`config.mk`:
```
export PLATFORM = sky130hd
export DESIGN_NAME = asram_page_ctrl
export DESIGN_NICKNAME = d
export VERILOG_FILES = /design/src/rtl/asram_pkg.sv /design/src/rtl/asram_wait_timer.sv /design/src/rtl/asram_addr_gen.sv /design/src/rtl/asram_page_ctrl.sv
export SDC_FILE = /design/constraint.sdc
export NUM_CORES = 1
export LEC_CHECK = 0
export BUFFER_PORTS_ARGS = -buffer_cell sky130_fd_sc_hd__buf_2
export CAP_MARGIN = 20
export CORE_UTILIZATION = 46
export CTS_CLUSTER_DIAMETER = 120
export DETAILED_ROUTE_END_ITERATION = 8
export MAX_ROUTING_LAYER = met4
export PLACE_DENSITY_LB_ADDON = 0.08
export SLEW_MARGIN = 25
export SYNTH_ARGS = -nofsm -noshare
export SYNTH_HDL_FRONTEND = slang
export SYNTH_SLANG_ARGS = --single-unit
```
`constraint.sdc`:
```
create_clock -name clk -period 2.7 [get_ports clk]
set_clock_uncertainty 0.15 [all_clocks]
set_input_delay 0.54 -clock clk [delete_from_list [all_inputs] [get_ports clk]]
set_output_delay 0.54 -clock clk [all_outputs]
set_load 0.005 [all_outputs]
```
`src/rtl/asram_pkg.sv`:
```
package asram_pkg;

  typedef enum logic [1:0] {
    ST_IDLE  = 2'd0,
    ST_WRITE = 2'd1,
    ST_OPEN  = 2'd2,
    ST_PAGE  = 2'd3
  } ctl_state_e;

  // Ceiling of time / clock period, never below one cycle.
  function automatic int unsigned ns_to_cycles(input int unsigned t_ns,
                                               input int unsigned per_ns);
    int unsigned c;
    c = (t_ns + per_ns - 1) / per_ns;
    if (c == 0) c = 1;
    return c;
  endfunction

  // Burst length normalisation: 0 -> 1, above page size -> page size.
  function automatic int unsigned norm_len(input int unsigned len,
                                           input int unsigned page_words);
    if (len == 0) return 1;
    if (len > page_words) return page_words;
    return len;
  endfunction

endpackage

```
`src/rtl/asram_wait_timer.sv`:
```
module asram_wait_timer #(
  parameter int CNT_W = 4
) (
  input  logic             clk,
  input  logic             rst_n,
  input  logic             load,
  input  logic [CNT_W-1:0] load_val,
  output logic             done
);
  logic [CNT_W-1:0] cnt_q;

  always_ff @(posedge clk or negedge rst_n) begin
    if (!rst_n)             cnt_q <= '0;
    else if (load)          cnt_q <= load_val;
    else if (cnt_q != '0)   cnt_q <= cnt_q - 1'b1;
  end

  assign done = (cnt_q == '0);
endmodule

```
`src/rtl/asram_addr_gen.sv`:
```
module asram_addr_gen #(
  parameter int ADDR_W = 18,
  parameter int PAGE_W = 4
) (
  input  logic              clk,
  input  logic              rst_n,
  input  logic              load,
  input  logic [ADDR_W-1:0] load_addr,
  input  logic              step,
  output logic [ADDR_W-1:0] addr,
  output logic              last_in_page
);
  logic [ADDR_W-1:0] addr_q;

  always_ff @(posedge clk or negedge rst_n) begin
    if (!rst_n)     addr_q <= '0;
    else if (load)  addr_q <= load_addr;
    else if (step)  addr_q <= addr_q + 1'b1;
  end

  assign addr         = addr_q;
  assign last_in_page = &addr_q[PAGE_W-1:0];
endmodule

```
`src/rtl/asram_page_ctrl.sv`:
```
module asram_page_ctrl #(
  parameter int CLK_PERIOD_NS = 10,
  parameter int T_RC_NS       = 70,
  parameter int T_OE_NS       = 25,
  parameter int ADDR_W        = 18,
  parameter int DATA_W        = 16,
  parameter int PAGE_W        = 4,
  parameter int LEN_W         = 5
) (
  input  logic              clk,
  input  logic              rst_n,
  input  logic              req_valid,
  output logic              req_ready,
  input  logic              req_write,
  input  logic [ADDR_W-1:0] req_addr,
  input  logic [DATA_W-1:0] req_wdata,
  input  logic [1:0]        req_bmask,
  input  logic [LEN_W-1:0]  req_len,
  output logic              rd_valid,
  output logic [DATA_W-1:0] rd_data,
  output logic              mem_ce1_n,
  output logic              mem_ce2,
  output logic              mem_we_n,
  output logic              mem_oe_n,
  output logic              mem_ub_n,
  output logic              mem_lb_n,
  output logic [ADDR_W-1:0] mem_addr,
  output logic [DATA_W-1:0] mem_dq_out,
  output logic              mem_dq_oe,
  input  logic [DATA_W-1:0] mem_dq_in
);
  import asram_pkg::*;

  localparam int unsigned RC_CYC     = ns_to_cycles(T_RC_NS, CLK_PERIOD_NS);
  localparam int unsigned OE_CYC     = ns_to_cycles(T_OE_NS, CLK_PERIOD_NS);
  localparam int unsigned MAX_CYC    = (RC_CYC > OE_CYC) ? RC_CYC : OE_CYC;
  localparam int          CNT_W      = $clog2(MAX_CYC) + 1;
  localparam int unsigned PAGE_WORDS = 1 << PAGE_W;

  ctl_state_e        st_q, st_d;
  logic [LEN_W-1:0]  rem_q;
  logic [DATA_W-1:0] wdata_q;
  logic [1:0]        mask_q;

  // Named internal events
  logic accept;
  logic in_read;
  logic beat_done;
  logic more_beats;
  logic tmr_load;
  logic [CNT_W-1:0] tmr_val;
  logic tmr_done;
  logic addr_step;
  logic last_in_page;
  logic [ADDR_W-1:0] addr;

  assign accept     = req_valid && (st_q == ST_IDLE);
  assign in_read    = (st_q == ST_OPEN) || (st_q == ST_PAGE);
  assign beat_done  = in_read && tmr_done;
  assign more_beats = (rem_q > LEN_W'(1));
  assign addr_step  = beat_done && more_beats;

  always_comb begin
    st_d     = st_q;
    tmr_load = 1'b0;
    tmr_val  = CNT_W'(RC_CYC - 1);
    unique case (st_q)
      ST_IDLE: if (req_valid) begin
        tmr_load = 1'b1;
        st_d     = req_write ? ST_WRITE : ST_OPEN;
      end
      ST_WRITE: if (tmr_done) st_d = ST_IDLE;
      ST_OPEN, ST_PAGE: if (tmr_done) begin
        if (!more_beats) st_d = ST_IDLE;
        else begin
          tmr_load = 1'b1;
          if (last_in_page) begin
            st_d    = ST_OPEN;
            tmr_val = CNT_W'(RC_CYC - 1);
          end else begin
            st_d    = ST_PAGE;
            tmr_val = CNT_W'(OE_CYC - 1);
          end
        end
      end
      default: st_d = ST_IDLE;
    endcase
  end

  always_ff @(posedge clk or negedge rst_n) begin
    if (!rst_n) begin
      st_q    <= ST_IDLE;
      rem_q   <= '0;
      wdata_q <= '0;
      mask_q  <= '0;
    end else begin
      st_q <= st_d;
      if (accept) begin
        rem_q   <= LEN_W'(norm_len(int'(req_len), PAGE_WORDS));
        wdata_q <= req_wdata;
        mask_q  <= req_bmask;
      end else if (addr_step) begin
        rem_q <= rem_q - 1'b1;
      end
    end
  end

  asram_wait_timer #(.CNT_W(CNT_W)) u_timer (
    .clk      (clk),
    .rst_n    (rst_n),
    .load     (tmr_load),
    .load_val (tmr_val),
    .done     (tmr_done)
  );

  asram_addr_gen #(.ADDR_W(ADDR_W), .PAGE_W(PAGE_W)) u_addr (
    .clk          (clk),
    .rst_n        (rst_n),
    .load         (accept),
    .load_addr    (req_addr),
    .step         (addr_step),
    .addr         (addr),
    .last_in_page (last_in_page)
  );

  // Memory-side decode
  logic sel;
  assign sel        = (st_q != ST_IDLE);
  assign mem_ce1_n  = !sel;
  assign mem_ce2    = sel;
  assign mem_we_n   = (st_q != ST_WRITE);
  assign mem_oe_n   = !in_read;
  assign mem_dq_oe  = (st_q == ST_WRITE);
  assign mem_dq_out = wdata_q;
  assign mem_lb_n   = !(sel && mask_q[0]);
  assign mem_ub_n   = !(sel && mask_q[1]);
  assign mem_addr   = addr;
  assign req_ready  = (st_q == ST_IDLE);
  assign rd_valid   = beat_done;
  assign rd_data    = mem_dq_in;

  // Independent window counters for the assertions
  logic [15:0] open_cnt_q;
  logic [15:0] wr_cnt_q;
  always_ff @(posedge clk or negedge rst_n) begin
    if (!rst_n) begin
      open_cnt_q <= '0;
      wr_cnt_q   <= '0;
    end else begin
      open_cnt_q <= (!mem_oe_n && !rd_valid) ? open_cnt_q + 1'b1 : '0;
      wr_cnt_q   <= (!mem_we_n) ? wr_cnt_q + 1'b1 : '0;
    end
  end

  p_idle_standby_r1: assert property (@(posedge clk) disable iff (!rst_n)
    req_ready |-> (mem_ce1_n && !mem_ce2 && !mem_dq_oe && mem_we_n && mem_oe_n));

  p_busy_after_accept_r2: assert property (@(posedge clk) disable iff (!rst_n)
    (req_valid && req_ready) |=> !req_ready);

  p_write_oe_off_r3: assert property (@(posedge clk) disable iff (!rst_n)
    !mem_we_n |-> (mem_oe_n && mem_dq_oe && !mem_ce1_n && mem_ce2));

  p_write_len_r3: assert property (@(posedge clk) disable iff (!rst_n)
    $rose(mem_we_n) |-> ($past(wr_cnt_q) >= 16'(RC_CYC - 1)));

  p_open_wait_r5: assert property (@(posedge clk) disable iff (!rst_n)
    (rd_valid && st_q == ST_OPEN) |-> (open_cnt_q == 16'(RC_CYC - 1)));

  p_page_hold_r6: assert property (@(posedge clk) disable iff (!rst_n)
    ($past(rd_valid) && st_q == ST_PAGE) |->
      (mem_addr[ADDR_W-1:PAGE_W] == $past(mem_addr[ADDR_W-1:PAGE_W]) &&
       mem_addr[PAGE_W-1:0] == $past(mem_addr[PAGE_W-1:0]) + 1'b1));

  p_page_cross_r7: assert property (@(posedge clk) disable iff (!rst_n)
    ($past(rd_valid) && st_q == ST_OPEN) |-> ($past(mem_addr[PAGE_W-1:0]) == '1));

  p_bus_turn_r8: assert property (@(posedge clk) disable iff (!rst_n)
    $fell(mem_oe_n) |-> !$past(mem_dq_oe));
endmodule

```
==> results.cfg <==
[clock_tree]
cts_max_level = 2
cts_made_buffers = 5
cts_root_buf = clkbuf_8
clk_latency_ns = 0.30
cts_setup_buffers = 0
ctsResizeCount = 0
clkSinkCount = 47
cts_tree = built
clock_path_buffers = 2
ctsHoldBuffers = 0
clk_pin_slew_ns = 0.09

[drt]
first_iter_violations = 106
ant_nets = 0
vias = 2100
first_pass_iters = 4
drc_errors = 0
drt_wl_total_um = 5357
post_drt_wl_per_cell_um = 12.58
post_drt_via_cell_ratio = 4.930

[power]
seqPwrFrac_pct = 60.3
power.total_mw = 1.165
swShare_pct = 21.88
intPower_mw = 0.9102
p_leak_nw = 1.513
combPwrFrac_pct = 4.2
power.density_mw_per_mm2 = 397.6
ir_drop_mv = 0.2631
switching_power_mw = 0.2550
pwr-share-clk_pct = 35.4

[synth]
synthesis.area_mm2 = 0.002452
synth_cells = 283
synth_compound_area_share_pct = 9.235
yosysTopAreaCell = dfrtp_1
synth_warnings = 0
ys_seq_area_share_pct = 47.96
synthAdderAreaFrac_pct = 2.551
synth_top_family_by_area = simple AND/OR/NAND/NOR gates
yosysTopAreaCellShare_pct = 47.96
synth_xor_area_share_pct = 7.143
synthMuxAreaShare_pct = 0
avgSynthCellArea_um2 = 8.666
ys_ff_latch = 47
synthSimpleGateAreaFrac_pct = 24.74
syn_nets = 349
synth_area_leaders = dfrtp_1 (48%), nand2_1 (13%), buf_4 (5.2%)
synth.distinct_cells = 36

[sta]
setup_tns_ns = 0
worstMarginPinSlew_ns = 0.8501
setup_violations = 0
slew_viol_final = 0
max_slew_margin_pct = 43.33
hold_viol = 0
rsz0062_at_grt = no
period_needed_ns = 2.159
timing.hold.ws_ns = 0.1964
fmax_mhz = 463.2
period_share_pct = 79.96

[min_path]
hp-class = in -> async

[outcome]
status = finished clean

[worst_setup_path]
r2r_cells = 7
cp.required_ns = 2.73
r2r_slack_ns = 0.54
worstPathArrival_ns = 2.19
worstPathMaxFanout = 6
crit-reg2reg-launch = u_timer.cnt_q[0]
cp-end-kind = register
critPathKind = reg -> reg
worstReg2RegEnd = u_addr.addr[17]
start_kind = register

[global_route]
overflow = 0
grt_pass1_wl_um = 8749
grt_usage_pct = 20.95
grt_max_degree = 38
grt_pass1_vias = 1847
antenna_found_initial = 0

[finish]
fin_nets = 421
drive_gt1_share_pct = 28.93
syn2layout_area_growth_pct = 19.49
diodes = 0

[floorplan]
die_w_um = 75.02
core_area_mm2 = 0.005107
die_h_um = 75.02
num_rows = 26
pin_count = 120
die_area_mm2 = 0.005627
initial_core_util_pct = 48.02

[placed_design]
hpwlAfterDp_um = 3928
gp_congestion = 0.7873
portBuffers = 87

[job]
cap_violations = 0
==> power by group through the flow <==
stage	clock network [mW]	logic, mW	registers, mW
2_1_floorplan	0	0.0209	0.717
3_3_place_gp	0	0.0499	0.717
3_5_place_dp	0	0.0504	0.717
4_1_cts	0.426	0.0506	0.703
5_1_grt	0.449	0.0556	0.703
6_report	0.413	0.0492	0.703
==> worst max-delay path, stage by stage (launching register included) <==
cell      delay, ns
dfrtp_1        0.41
inv_1          0.09
ha_1           0.21
and4bb_4       0.31
nand4_4        0.13
or4_1          0.53
xor2_1         0.14
o21ai_1        0.07
==> cells in the final DEF (no fill, tap or decap), types with 5 or more instances in the layout <==
cell,instances
a21oi_1,9
dfrtp_1,47
nor2_1,14
buf_2,87
ha_1,5
xor2_1,9
xnor2_1,11
nand3_1,6
o21ai_0,20
clkbuf_8,5
nor3_1,9
buf_4,6
inv_1,9
nand2_1,85
==> through the flow <==
step                      setup WS (ns)  instance area (um2)  util (%)  cells
after global placement           0.6248                 2849     55.78    418
after CTS                        0.5396                 2930     57.37    426
final                            0.5410                 2930     57.37    426
after global routing             0.3979                 2930     57.37    426
after floorplan                  0.6801                 2452         -    283
after detailed placement         0.5667                 2849     55.78    418
==> sequential cells by signal (all words and copies together) (netlist names) <==
| register | cells |
|---|---|
| rem_q | 5 |
| u_timer.cnt_q | 4 |
| mem_dq_out | 16 |
| mask_q | 2 |
| u_addr.addr | 18 |
| st_q | 2 |
==> cell type report <==
class                   count  area, um2
fillers                   501       2177
flip-flops and latches     47       1176
multi-input cells         199       1071
repair buffers             93      480.5
well taps                  70      87.58
clock buffers               7      76.32
inverters                   9      33.78
clock inverters             1      5.005
==> routing by layer <==
metal | wire length (um) | share of wire, % | up-vias | global-route usage, %
met2 | 2370 | 44 | 75 | 32.23
li1 | - | - | 1059 | -
met4 | 40 | 0.75 | 0 | 4.822
met3 | 330 | 6.2 | 6 | 3.079
met1 | 2615 | 49 | 960 | 29.33
met5 | 0 | 0 | - | -
==> cell families after synthesis <==
logic type / after synthesis
adders and majority gates: 5
DFF: 47
and+or+nand+nor: 134
buffers and inverters: 37
AOI/OAI and AO/OA: 40
xor gates and xnor gates: 20
==> synthesized netlist by cell type <==
library cell,n
nor2b_1,1
o21ai_1,1
and3b_1,1
xor2_1,9
nand4_4,1
a22oi_1,1
nor2_1,14
buf_2,2
nand3_1,6
nand2_1,85
o21ba_2,1
nor3_1,9
and2_0,1
a31oi_1,2
clkbuf_1,8
xnor2_1,11
dfrtp_1,47
o21bai_1,1
buf_4,17
a21oi_1,9
nor4_1,3
or3_1,2
and4bb_4,1
and3_1,4
or4_1,1
buf_1,1
a21boi_0,1
o2111ai_1,1
a211oi_1,2
o21ai_0,20
and4_1,1
o211ai_1,1
nand4_1,3
ha_1,5
inv_1,9
and4_2,1
==> worst max path at each step <==
stage	startpoint	end	slack [ns]	cells after the start
finish	u_timer.cnt_q[0]	u_addr.addr[17]	0.54	7
global route	u_timer.cnt_q[0]	u_addr.addr[16]	0.40	7
CTS	u_timer.cnt_q[0]	u_addr.addr[17]	0.54	7
detailed placement	u_timer.cnt_q[0]	u_addr.addr[17]	0.57	7
global placement	u_timer.cnt_q[0]	u_addr.addr[17]	0.62	7
floorplan	u_timer.cnt_q[0]	u_addr.addr[17]	0.68	7
No activity file was read; power rests on OpenSTA's default activity.
